--- src/rtl/dma_pkg.sv ---
package dma_pkg;
  typedef enum logic [2:0] {
    ST_IDLE, ST_READ, ST_WRITE, ST_UPDATE, ST_CHECK
  } dma_state_e;

  localparam int CTL_IO  = 3;
  localparam int CTL_INC = 4;
  localparam int CTL_FIX = 5;

  localparam int CMD_XFER   = 0;
  localparam int CMD_SEARCH = 1;

  localparam logic [1:0] MODE_SINGLE = 2'd0;
  localparam logic [1:0] MODE_FREE   = 2'd1;

  localparam int ICTL_MATCH = 0;
  localparam int ICTL_EOB   = 1;
  localparam int ICTL_VSTAT = 5;
endpackage

--- src/rtl/dma_port_addr.sv ---
module dma_port_addr #(
  parameter int AW = 16
) (
  input  logic          clk_i,
  input  logic          rst_ni,
  input  logic          load_i,
  input  logic [AW-1:0] start_i,
  input  logic          step_i,
  input  logic          fixed_i,
  input  logic          inc_i,
  output logic [AW-1:0] addr_o
);
  localparam logic [AW-1:0] ONE = AW'(1);

  always_ff @(posedge clk_i or negedge rst_ni) begin
    if (!rst_ni)                 addr_o <= '0;
    else if (load_i)             addr_o <= start_i;
    else if (step_i && !fixed_i) addr_o <= inc_i ? addr_o + ONE : addr_o - ONE;
  end
endmodule

--- src/rtl/dma_blk_counter.sv ---
module dma_blk_counter #(
  parameter int CW = 16
) (
  input  logic          clk_i,
  input  logic          rst_ni,
  input  logic          clr_i,
  input  logic          inc_i,
  input  logic [CW-1:0] len_i,
  output logic [CW-1:0] cnt_o,
  output logic          end_o
);
  localparam logic [CW-1:0] ONE = CW'(1);
  logic [CW-1:0] cnt_nxt;
  logic          limited;

  assign cnt_nxt = cnt_o + ONE;
  // zero and all-ones lengths mean unlimited; len+1 cannot overflow otherwise
  assign limited = (len_i != '0) && (len_i != '1);
  assign end_o   = (cnt_nxt == '0) || (limited && (cnt_nxt > len_i));

  always_ff @(posedge clk_i or negedge rst_ni) begin
    if (!rst_ni)    cnt_o <= '0;
    else if (clr_i) cnt_o <= '0;
    else if (inc_i) cnt_o <= cnt_nxt;
  end
endmodule

--- src/rtl/dma_irq_vec.sv ---
module dma_irq_vec
  import dma_pkg::*;
#(
  parameter int VW = 8
) (
  input  logic          int_en_i,
  input  logic [7:0]    int_ctl_i,
  input  logic          match_i,
  input  logic          eob_i,
  input  logic [VW-1:0] base_i,
  output logic          req_o,
  output logic [VW-1:0] vec_o
);
  localparam logic [VW-1:0] CAUSE_MATCH = VW'(2);
  localparam logic [VW-1:0] CAUSE_EOB   = VW'(4);
  localparam logic [VW-1:0] CAUSE_MASK  = ~VW'(6);

  logic [VW-1:0] cause;

  always_comb begin
    cause = '0;
    if (int_en_i) begin
      if (int_ctl_i[ICTL_MATCH] && match_i)  cause = CAUSE_MATCH;
      else if (int_ctl_i[ICTL_EOB] && eob_i) cause = CAUSE_EOB;
    end
  end

  assign req_o = (cause != '0);
  assign vec_o = int_ctl_i[ICTL_VSTAT] ? ((base_i & CAUSE_MASK) + cause) : base_i;
endmodule

--- src/rtl/dma_search_engine.sv ---
module dma_search_engine
  import dma_pkg::*;
#(
  parameter int AW = 16,
  parameter int DW = 8,
  parameter int CW = 16
) (
  input  logic          clk_i,
  input  logic          rst_ni,
  input  logic          load_i,
  input  logic          enable_i,
  input  logic [1:0]    cmd_i,
  input  logic [1:0]    mode_i,
  input  logic          a_is_src_i,
  input  logic [7:0]    ctl_a_i,
  input  logic [7:0]    ctl_b_i,
  input  logic [AW-1:0] start_a_i,
  input  logic [AW-1:0] start_b_i,
  input  logic [CW-1:0] length_i,
  input  logic [DW-1:0] match_i,
  input  logic [DW-1:0] mask_i,
  input  logic          ready_i,
  input  logic          rdy_pol_i,
  input  logic          int_en_i,
  input  logic [7:0]    int_ctl_i,
  input  logic [7:0]    vec_base_i,
  output logic          bus_req_o,
  output logic          bus_we_o,
  output logic          bus_io_o,
  output logic [AW-1:0] bus_addr_o,
  output logic [DW-1:0] bus_wdata_o,
  input  logic [DW-1:0] bus_rdata_i,
  input  logic          bus_ack_i,
  output logic [AW-1:0] addr_a_o,
  output logic [AW-1:0] addr_b_o,
  output logic [CW-1:0] byte_cnt_o,
  output logic          eob_o,
  output logic          match_o,
  output logic          irq_o,
  output logic [7:0]    irq_vec_o,
  output logic          busy_o
);
  localparam int NPORT = 2;

  dma_state_e state_q, state_d;
  logic [DW-1:0] data_q;
  logic          eob_q, match_q, stop_q;
  logic          irq_q;
  logic [7:0]    vec_q;

  logic [NPORT-1:0][AW-1:0] port_addr;
  logic [NPORT-1:0][AW-1:0] port_start;
  logic [NPORT-1:0][7:0]    port_ctl;
  logic                     src_sel, dst_sel;
  logic                     step_en;

  logic rdy_match, rdy_ok, go, search_on, hit, stop_now;
  logic cnt_end, cnt_inc;
  logic svc_done, irq_req;
  logic [7:0] irq_vec;

  assign port_start[0] = start_a_i;
  assign port_start[1] = start_b_i;
  assign port_ctl[0]   = ctl_a_i;
  assign port_ctl[1]   = ctl_b_i;
  assign src_sel       = ~a_is_src_i;
  assign dst_sel       = a_is_src_i;

  assign search_on = cmd_i[CMD_SEARCH];
  assign rdy_match = (ready_i == rdy_pol_i);
  assign rdy_ok    = rdy_match || (mode_i == MODE_FREE);
  assign go        = (|cmd_i) && enable_i && !eob_q && !(search_on && match_q)
                     && rdy_ok && !load_i;
  assign hit       = (((data_q ^ match_i) & ~mask_i) == '0);
  assign stop_now  = (mode_i != MODE_FREE) && !rdy_match;
  assign step_en   = (state_q == ST_UPDATE) && !stop_now;
  assign cnt_inc   = (state_q == ST_UPDATE);
  assign svc_done  = (mode_i == MODE_SINGLE) || eob_q || (search_on && match_q) || stop_q;

  for (genvar p = 0; p < NPORT; p++) begin : g_port
    dma_port_addr #(.AW(AW)) u_addr (
      .clk_i   (clk_i),
      .rst_ni  (rst_ni),
      .load_i  (load_i),
      .start_i (port_start[p]),
      .step_i  (step_en),
      .fixed_i (port_ctl[p][CTL_FIX]),
      .inc_i   (port_ctl[p][CTL_INC]),
      .addr_o  (port_addr[p])
    );
  end

  dma_blk_counter #(.CW(CW)) u_cnt (
    .clk_i  (clk_i),
    .rst_ni (rst_ni),
    .clr_i  (load_i),
    .inc_i  (cnt_inc),
    .len_i  (length_i),
    .cnt_o  (byte_cnt_o),
    .end_o  (cnt_end)
  );

  dma_irq_vec #(.VW(8)) u_irq (
    .int_en_i  (int_en_i),
    .int_ctl_i (int_ctl_i),
    .match_i   (match_q),
    .eob_i     (eob_q),
    .base_i    (vec_base_i),
    .req_o     (irq_req),
    .vec_o     (irq_vec)
  );

  always_comb begin
    state_d = state_q;
    unique case (state_q)
      ST_IDLE:   if (go) state_d = ST_READ;
      ST_READ:   if (bus_ack_i) state_d = cmd_i[CMD_XFER] ? ST_WRITE : ST_UPDATE;
      ST_WRITE:  if (bus_ack_i) state_d = ST_UPDATE;
      ST_UPDATE: state_d = ST_CHECK;
      ST_CHECK:  state_d = svc_done ? ST_IDLE : ST_READ;
      default:   state_d = ST_IDLE;
    endcase
    if (load_i) state_d = ST_IDLE;
  end

  always_ff @(posedge clk_i or negedge rst_ni) begin
    if (!rst_ni) begin
      state_q <= ST_IDLE;
      data_q  <= '0;
      eob_q   <= 1'b0;
      match_q <= 1'b0;
      stop_q  <= 1'b0;
      irq_q   <= 1'b0;
      vec_q   <= '0;
    end else begin
      state_q <= state_d;
      irq_q   <= 1'b0;
      if (load_i) begin
        eob_q   <= 1'b0;
        match_q <= 1'b0;
        stop_q  <= 1'b0;
      end else begin
        if (state_q == ST_READ && bus_ack_i) data_q <= bus_rdata_i;
        if (state_q == ST_UPDATE) begin
          stop_q  <= stop_now;
          eob_q   <= eob_q | cnt_end;
          match_q <= match_q | (search_on & hit);
        end
        if (state_q == ST_CHECK && svc_done) begin
          irq_q <= irq_req;
          if (irq_req) vec_q <= irq_vec;
        end
      end
    end
  end

  assign bus_req_o   = (state_q == ST_READ) || (state_q == ST_WRITE);
  assign bus_we_o    = (state_q == ST_WRITE);
  assign bus_addr_o  = bus_we_o ? port_addr[dst_sel] : port_addr[src_sel];
  assign bus_io_o    = bus_we_o ? port_ctl[dst_sel][CTL_IO] : port_ctl[src_sel][CTL_IO];
  assign bus_wdata_o = data_q;

  assign addr_a_o  = port_addr[0];
  assign addr_b_o  = port_addr[1];
  assign eob_o     = eob_q;
  assign match_o   = match_q;
  assign irq_o     = irq_q;
  assign irq_vec_o = vec_q;
  assign busy_o    = (state_q != ST_IDLE);
endmodule

--- config.mk ---
export PLATFORM = sky130hd
export DESIGN_NAME = dma_search_engine
export DESIGN_NICKNAME = d
export VERILOG_FILES = /design/src/rtl/dma_pkg.sv /design/src/rtl/dma_port_addr.sv /design/src/rtl/dma_blk_counter.sv /design/src/rtl/dma_irq_vec.sv /design/src/rtl/dma_search_engine.sv
export SDC_FILE = /design/constraint.sdc
export NUM_CORES = 1
export LEC_CHECK = 0
export CORE_MARGIN = 3
export CORE_UTILIZATION = 50
export CTS_BUF_LIST = sky130_fd_sc_hd__clkbuf_16
export DETAILED_ROUTE_END_ITERATION = 10
export PLACE_DENSITY = 0.92
export REMOVE_ABC_BUFFERS = 1
export SKIP_CTS_REPAIR_TIMING = 1
export SLEW_MARGIN = 5
export SYNTH_ARGS = -nofsm -noshare
export SYNTH_HDL_FRONTEND = slang
export SYNTH_SLANG_ARGS = --single-unit
--- constraint.sdc ---
create_clock -name clk_i -period 6.96 [get_ports clk_i]
set_input_delay 1.392 -clock clk_i [delete_from_list [all_inputs] [get_ports clk_i]]
set_output_delay 1.392 -clock clk_i [all_outputs]
set_load 0.05 [all_outputs]
==> Flow_metrics.wiki, run 1 <==
{| class="wikitable"
! Metric !! Value
|-
| Result of the run || complete, no violations
|-
| Num CTS Buffers || 9
|-
| Adder-cell area share of the yosys netlist || 0.1075
|-
| Proportion of synthesized area in mux cells || 0.07341
|-
| Max transition margin || 0.2116
|-
| Pwr Density || 203.3 nW/um^2
|-
| Post-DP HPWL || 13,380 um
|-
| Capture endpoint of the worst hold path || irq_vec_o[2]$_DFFE_PN0P_
|-
| Pins over their slew limit || 0
|-
| Final period util || 0.7682
|-
| Antenna violations before repair || 0
|-
| Flip-flop and latch count after synthesis || 71
|-
| Proportion of netlist area held by the largest area contributor || 0.3102
|-
| Area of the mapped netlist || 5727 um^2
|-
| Achievable clock frequency || 187.0 MHz
|-
| Effective utilization at floorplan || 0.5192
|-
| Post-Synth Simple-Gate Area || 0.1835
|-
| Crit-path max FO || 17
|-
| CTS HTree Levels || 3
|-
| Final routed wirelength across all metal layers || 17,310 um
|-
| Depth of the worst register-to-register path || 12
|-
| Worst-path cell chain || clkdlybuf4s50_1, xnor2_2, mux2_2, clkdlybuf4s50_1
|-
| Core Box Area || 11,030 um^2
|-
| Number of I/O pins || 204
|-
| Clock Pin Slew Worst Setup and Hold Paths || 0.06 ns
|-
| Area fraction in compound gates after synthesis || 0.1844
|-
| Number of flops mapped to enable cells by yosys || 0
|-
| Worst-case vdd ir drop || 0.1858 mV
|-
| Insertion delay to the later sink of the worst-skew pair || 0.34 ns
|-
| Setup repair after global routing missed its margin || no
|-
| Total negative slack || 0 ns
|-
| Clock root cell || clkbuf_16
|-
| Post-place instance area || 7674 um^2
|-
| Crit Path Category || in2out
|-
| Gpl congestion || 0.9050
|-
| Setup slack of the most critical reg-to-reg path || 3.90 ns
|-
| Total number of nets in the final design || 1,005
|-
| Min-Delay Path Class || reg2reg
|-
| Most frequent cell on the critical path || clkdlybuf4s50_1
|-
| Via count || 5,718
|-
| Worst hold path stage count || 2
|-
| Worst reg2reg path endpoint || eob_o$_DFFE_PN0P_
|-
| Worst hold slack across all endpoints || 0.4943 ns
|-
| Crit Reg-Reg Startpoint || u_cnt.cnt_o[2]$_DFFE_PN0P_
|-
| Number of different library cells in the post-synthesis netlist || 58
|-
| Startpoint types || input pin
|-
| Routed wirelength normalized by instance count || 17.57 um
|-
| Slew at the pin with the worst max-slew slack || 1.177 ns
|-
| Primary FF master, synth || dfrtp_1
|-
| Sequential share of the synthesized area || 0.3102
|-
| Leakage power total || 3.446 nW
|-
| Data arrival time of the worst path || 3.95 ns
|-
| DRC violation count after routing || 0
|-
| Number of placement rows || 38
|-
| Setup Viol. Count Final || 0
|-
| Number of DRC markers after the initial detailed-route iteration || 360
|-
| Via-per-instance ratio || 5.805
|-
| Hold Vio Cnt, Final || 0
|-
| Vert. Die Dim || 113.0 um
|-
| Full die area || 12,770 um^2
|-
| Finished Cell Area || 7946 um^2
|-
| Number of max-capacitance violations reported || 0
|-
| Proportion of layout cells with a drive suffix above 1 || 0.07219
|-
| Number of iterations in the first detailed-routing pass || 4
|-
| Global-route wire length before repair || 27,260 um
|-
| Overflow after GRT || 0
|-
| Max stage delay cell, worst path || xnor2_2
|-
| Critical Path RT || 5.57 ns
|-
| Critical Path Sink Type || primary output
|-
| Top cell type by total area after synthesis || dfrtp_1
|-
| Slowest stage delay, CP || 0.93 ns
|-
| Avg Cell Area, Syn || 8.586 um^2
|-
| Largest family of logic cells by synthesized area || compound AO/OA/AOI/OAI gates
|-
| Worst hold path startpoint || irq_vec_o[2]$_DFFE_PN0P_
|-
| Minimum clock period after layout || 5.347 ns
|-
| Syn. warnings || 0
|-
| I/O Buffers || 188
|-
| Most common cell in the netlist || dfrtp_1
|-
| Commonest cells in the netlist || 71 x dfrtp_1, 64 x nand2_1, 61 x nor2_1
|-
| Fraction of registers with async set/reset || 1.000
|-
| Largest net degree at the start of global routing || 72
|-
| Maximum buffer depth of the clock tree || 2
|-
| Area Growth Syn to Fin || 38.76%
|-
| Top post-synthesis cells by area || dfrtp_1 31%, ha_1 10%, mux2_2 6.3%
|-
| Number of global-route vias before repair || 5,619
|-
| Antenna fix cells || 0
|-
| Die boundary width || 113.0 um
|-
| Sink count of the clock tree || 71
|-
| Parity-gate share of the synthesized area counting xor and xnor cells || 0.1007
|-
| Gate count after technology mapping || 667
|-
| Setup clock skew after layout || 0.009231 ns
|-
| Total Routing Usage GR || 0.2649
|-
| Post-detailed-route count of antenna-violating nets || 0
|-
| Clock tree from TritonCTS || built
|}
[logic make-up after synthesis]
kind of cell    after synthesis
compound gates              167
xor+xnor                     65
fa+ha+maj                    48
flops                        71
simple gates                220
mux                          38
buf+inv                      58
[critical path, delay by kind of cell]
family	cells	cell delay, ns
xor gates and xnor gates	1	0.93
buffers and inverters	2	1.30
muxes	1	0.32
[per-stage QoR]
stage               setup slack (ns)  total power [mW]  instances  utilization
finish                         1.613             1.616        985       0.7204
global route                   1.499             1.695        985       0.7204
CTS                            1.612             1.622        985       0.7204
detailed placement             1.616             1.193        969       0.6957
global placement               1.678             1.172        969       0.6957
floorplan                      3.073            0.9369        639            -
[per-layer routing]
layer  part of all wire  global-route usage
met1               0.41              0.3260
met5                  0                   0
met3              0.084             0.06471
met2               0.47              0.4451
met4              0.033              0.1090
[registers in the layout (all words and copies together) (netlist names)]
signal                count
bus_wdata_o               8
eob_o                     1
g_port.u_addr.addr_o     32
irq_o                     1
irq_vec_o                 8
match_o                   1
state_q                   3
stop_q                    1
u_cnt.cnt_o              16
[final cells by class]
type | instances | area (um^2)
flip-flops and latches | 71 | 1777
well taps | 140 | 175.2
repair buffers | 190 | 1889
multi-input cells | 538 | 3720
fillers | 805 | 3084
inverters | 30 | 112.6
clock inverters | 7 | 47.55
clock buffers | 9 | 225.2
[power breakdown]
part           leakage, nW  internal [mW]  switching, mW
sequential           0.912          0.450         0.0519
clock                0.132          0.241          0.185
combinational         2.40          0.285          0.404
total                 3.45          0.975          0.641
[how the worst max path moves through the flow]
stage / start / end / slack [ns]
floorplan: a_is_src_i / bus_addr_o[0] / 3.07
global placement: a_is_src_i / bus_io_o / 1.68
detailed placement: a_is_src_i / bus_io_o / 1.62
CTS: a_is_src_i / bus_addr_o[11] / 1.61
global route: a_is_src_i / bus_addr_o[11] / 1.50
finish: a_is_src_i / bus_addr_o[11] / 1.61
[cell usage in the layout (no fill, tap or decap), drive strengths merged, types with 4 or more instances in the layout]
master / netlist / routed
ha: 46 / 46
and3: 5 / 5
and2: 6 / 6
nor2b: 9 / 9
nand2b: 5 / 5
o22ai: 8 / 8
o211ai: 4 / 4
nor4: 7 / 7
mux2i: 6 / 6
nand4: 10 / 10
xor2: 27 / 27
a21o: 16 / 16
a221o: 4 / 4
a211oi: 6 / 6
clkinv: 0 / 4
nor2: 61 / 61
o21a: 6 / 6
clkdlybuf4s50: 0 / 186
a31oi: 7 / 7
mux2: 32 / 32
dfrtp: 71 / 71
nand3: 16 / 16
o21ai: 42 / 42
clkbuf: 17 / 9
nor3: 17 / 17
or3: 5 / 5
buf: 11 / 4
nand2: 64 / 64
xnor2: 38 / 38
a2111oi: 4 / 4
a21oi: 56 / 56
inv: 30 / 31
(Power assumes the default switching activity.)
==> run 2, diff against run 1 <==
--- a/config.mk
+++ b/config.mk
@@ -6,10 +6,10 @@
 export NUM_CORES = 1
 export LEC_CHECK = 0
 export CORE_MARGIN = 3
-export CORE_UTILIZATION = 50
+export CORE_UTILIZATION = 46
 export CTS_BUF_LIST = sky130_fd_sc_hd__clkbuf_16
 export DETAILED_ROUTE_END_ITERATION = 10
-export PLACE_DENSITY = 0.92
+export PLACE_DENSITY = 0.86
 export REMOVE_ABC_BUFFERS = 1
 export SKIP_CTS_REPAIR_TIMING = 1
 export SLEW_MARGIN = 5
==> constraint.sdc (replaced) <==
create_clock -name clk_i -period 5.4 [get_ports clk_i]
set_input_delay 1.08 -clock clk_i [delete_from_list [all_inputs] [get_ports clk_i]]
set_output_delay 1.08 -clock clk_i [all_outputs]
set_load 0.05 [all_outputs]
==> run 2 against run 1 <==
Cell count up 2.8%; routed wire length decreased by 2.8%; clock skew shrank 0.0046 ns; first-iteration DRC count fell by 7.8%; sequential power rose by 28%; critical path depth unchanged; hold slack lost 0.016 ns; critical endpoint is now bus_addr_o[14]; largest cell class unchanged; largest power group unchanged.
==> Flow_metrics.wiki, run 2 (same netlist as run 1, synthesis figures left out) <==
{| class="wikitable"
! Metric !! Value
|-
| Slew at the pin with the worst max-slew slack || 1.115 ns (was 1.177 ns)
|-
| Sum of met2 wire segment lengths after detailed routing || 8073 um (was 8119 um)
|-
| Num CTS Buffers || 9 (unchanged)
|-
| Post-detailed-route count of antenna-violating nets || 0 (unchanged)
|-
| Number of max-capacitance violations reported || 0 (unchanged)
|-
| Met1 WL || 7131 um (was 7169 um)
|-
| CTS HTree Levels || 3 (unchanged)
|-
| Total Routing Usage GR || 0.2435 (was 0.2649)
|-
| Startpoint types || input pin (unchanged)
|-
| Setup Viol. Count Final || 0 (unchanged)
|-
| Number of iterations in the first detailed-routing pass || 5 (was 4)
|-
| Core Box Area || 12,110 um^2 (was 11,030 um^2)
|-
| Pins over their slew limit || 0 (unchanged)
|-
| Largest net degree at the start of global routing || 72 (unchanged)
|-
| Max transition margin || 0.2531 (was 0.2116)
|-
| Clock Pin Slew Worst Setup and Hold Paths || 0.06 ns (about the same)
|-
| Leading cell types in the layout, fill and taps excluded || 186 x clkdlybuf4s50_1, 71 x dfrtp_1, 64 x nand2_1 (unchanged)
|-
| Hold Vio Cnt, Final || 0 (unchanged)
|-
| Most common library cell in the layout ignoring fill and taps || clkdlybuf4s50_1 (unchanged)
|-
| Biggest register || g_port.u_addr.addr_o (unchanged)
|-
| Number of placement rows || 40 (was 38)
|-
| Uppermost routed layer || met4 (unchanged)
|-
| Effective utilization at floorplan || 0.4728 (was 0.5192)
|-
| Worst-case vdd ir drop || 0.1778 mV (was 0.1858 mV)
|-
| Setup slack of the most critical reg-to-reg path || 2.27 ns (was 3.90 ns)
|-
| Critical Path Sink Type || primary output (unchanged)
|-
| Overflow after GRT || 0 (unchanged)
|-
| Sink count of the clock tree || 71 (unchanged)
|-
| Full die area || 13,820 um^2 (was 12,770 um^2)
|-
| Max reg flops || 32 (unchanged)
|-
| Met3 Wirelength || 1222 um (was 1450 um)
|-
| Setup clock skew after layout || 0.004680 ns (was 0.009231 ns)
|-
| Setup repair after global routing missed its margin || no (unchanged)
|-
| Minimum clock period after layout || 4.696 ns
|-
| Routed wirelength normalized by instance count || 16.61 um (was 17.57 um)
|-
| Post-DP HPWL || 12,630 um (was 13,380 um)
|-
| Min-Delay Path Class || reg2reg (unchanged)
|-
| Area Growth Syn to Fin || 41.07% (was 38.76%)
|-
| Number of DRC markers after the initial detailed-route iteration || 332 (was 360)
|-
| Achievable clock frequency || 212.9 MHz
|-
| I/O Buffers || 188 (unchanged)
|-
| Pwr Density || 279.7 nW/um^2 (was 203.3 nW/um^2)
|-
| Antenna fix cells || 0 (unchanged)
|-
| Proportion of layout cells with a drive suffix above 1 || 0.07219 (unchanged)
|-
| Final routed wirelength across all metal layers || 16,820 um (was 17,310 um)
|-
| Leakage power total || 3.490 nW (was 3.446 nW)
|-
| Fill count || 1,012 (was 805)
|-
| Via-per-instance ratio || 5.513 (was 5.805)
|-
| Insertion delay to the later sink of the worst-skew pair || 0.34 ns (about the same)
|-
| Number of I/O pins || 204 (unchanged)
|-
| Number of global-route vias before repair || 5,522 (was 5,619)
|-
| Total negative slack || 0 ns (unchanged)
|-
| Total number of nets in the final design || 1,005 (unchanged)
|-
| Critical Path RT || 4.32 ns (was 5.57 ns)
|-
| Maximum buffer depth of the clock tree || 2 (unchanged)
|-
| Vert. Die Dim || 117.6 um (was 113.0 um)
|-
| Global-route wire length before repair || 27,590 um (was 27,260 um)
|-
| Crit-path max FO || 17 (unchanged)
|-
| Clock tree from TritonCTS || built (unchanged)
|-
| Final period util || 0.8697
|-
| Result of the run || complete, no violations (unchanged)
|-
| Die boundary width || 117.6 um (was 113.0 um)
|-
| Via count || 5,585 (was 5,718)
|-
| Core occupancy in the finished layout || 0.6670 (was 0.7204)
|-
| Gpl congestion || 0.9197 (was 0.9050)
|-
| Largest registers || g_port.u_addr.addr_o x32, u_cnt.cnt_o x16 (unchanged)
|-
| Antenna violations before repair || 0 (unchanged)
|-
| DRC violation count after routing || 0 (unchanged)
|-
| Clock root cell || clkbuf_16 (unchanged)
|-
| Crit Path Category || in2out (unchanged)
|-
| Data arrival time of the worst path || 3.62 ns (was 3.95 ns)
|}
[run 2: cell count changes in the layout (fill, tap and decap cells not counted)]
cell	before	now
bufinv_16	0	4
clkinv_2	3	0
inv_6	1	0
clkinvlp_4	2	1
clkinv_4	1	2
[run 2: final timing paths]
check	start	to	cells past startpoint
max in group asynchronous	rst_ni	g_port[0].u_addr.addr_o[13]$_DFFE_PN0P_	1
worst max register to register	u_cnt.cnt_o[2]$_DFFE_PN0P_	eob_o$_DFFE_PN0P_	12
worst min-delay path	irq_vec_o[1]$_DFFE_PN0P_	irq_vec_o[1]$_DFFE_PN0P_	2
worst max-delay path	a_is_src_i	bus_addr_o[14]	4
min in group asynchronous	rst_ni	g_port[1].u_addr.addr_o[4]$_DFFE_PN0P_	1
worst min register to register	irq_vec_o[1]$_DFFE_PN0P_	irq_vec_o[1]$_DFFE_PN0P_	2
[run 2: final cells by class]
type,instances,area [um^2],area share
multi-input cells,538,3720,0.4604
repair buffers,190,1889,0.2339
flip-flops and latches,71,1777,0.2199
clock buffers,9,225.2,0.02788
well taps,168,210.2,0.02602
clock inverters,7,145.1,0.01796
inverters,30,112.6,0.01394
[run 2: power by group]
group	leakage (nW)	total, mW	switching (mW)	internal (mW)
clock	0.176	0.740	0.241	0.499
combinational	2.40	0.876	0.510	0.366
sequential	0.912	0.644	0.0639	0.580
total	3.49	2.26	0.814	1.45
[run 2: critical path, stage by stage]
cell and delay (ns):
clkdlybuf4s50_1 0.48, xnor2_2 0.90, mux2_2 0.31, clkdlybuf4s50_1 0.84
[run 2: metrics by stage]
step / area, um^2 / total power, mW / std cells / worst slack [ns] / hold WS (ns)
floorplan: 5609 / 1.208 / 639 / 2.085 / 0.4912
global placement: 7709 / 1.511 / 997 / 0.7153 / 0.4622
detailed placement: 7709 / 1.526 / 997 / 0.6961 / 0.4691
CTS: 8079 / 2.278 / 1013 / 0.6728 / 0.4829
global route: 8079 / 2.364 / 1013 / 0.6442 / 0.5181
finish: 8079 / 2.259 / 1013 / 0.7035 / 0.4781
[run 2: routing by layer]
metal | track usage | up-vias
met3 | 0.06872 | 28
met1 | 0.3043 | 2615
met5 | 0 | -
li1 | - | 2739
met4 | 0.07766 | 0
met2 | 0.4086 | 203
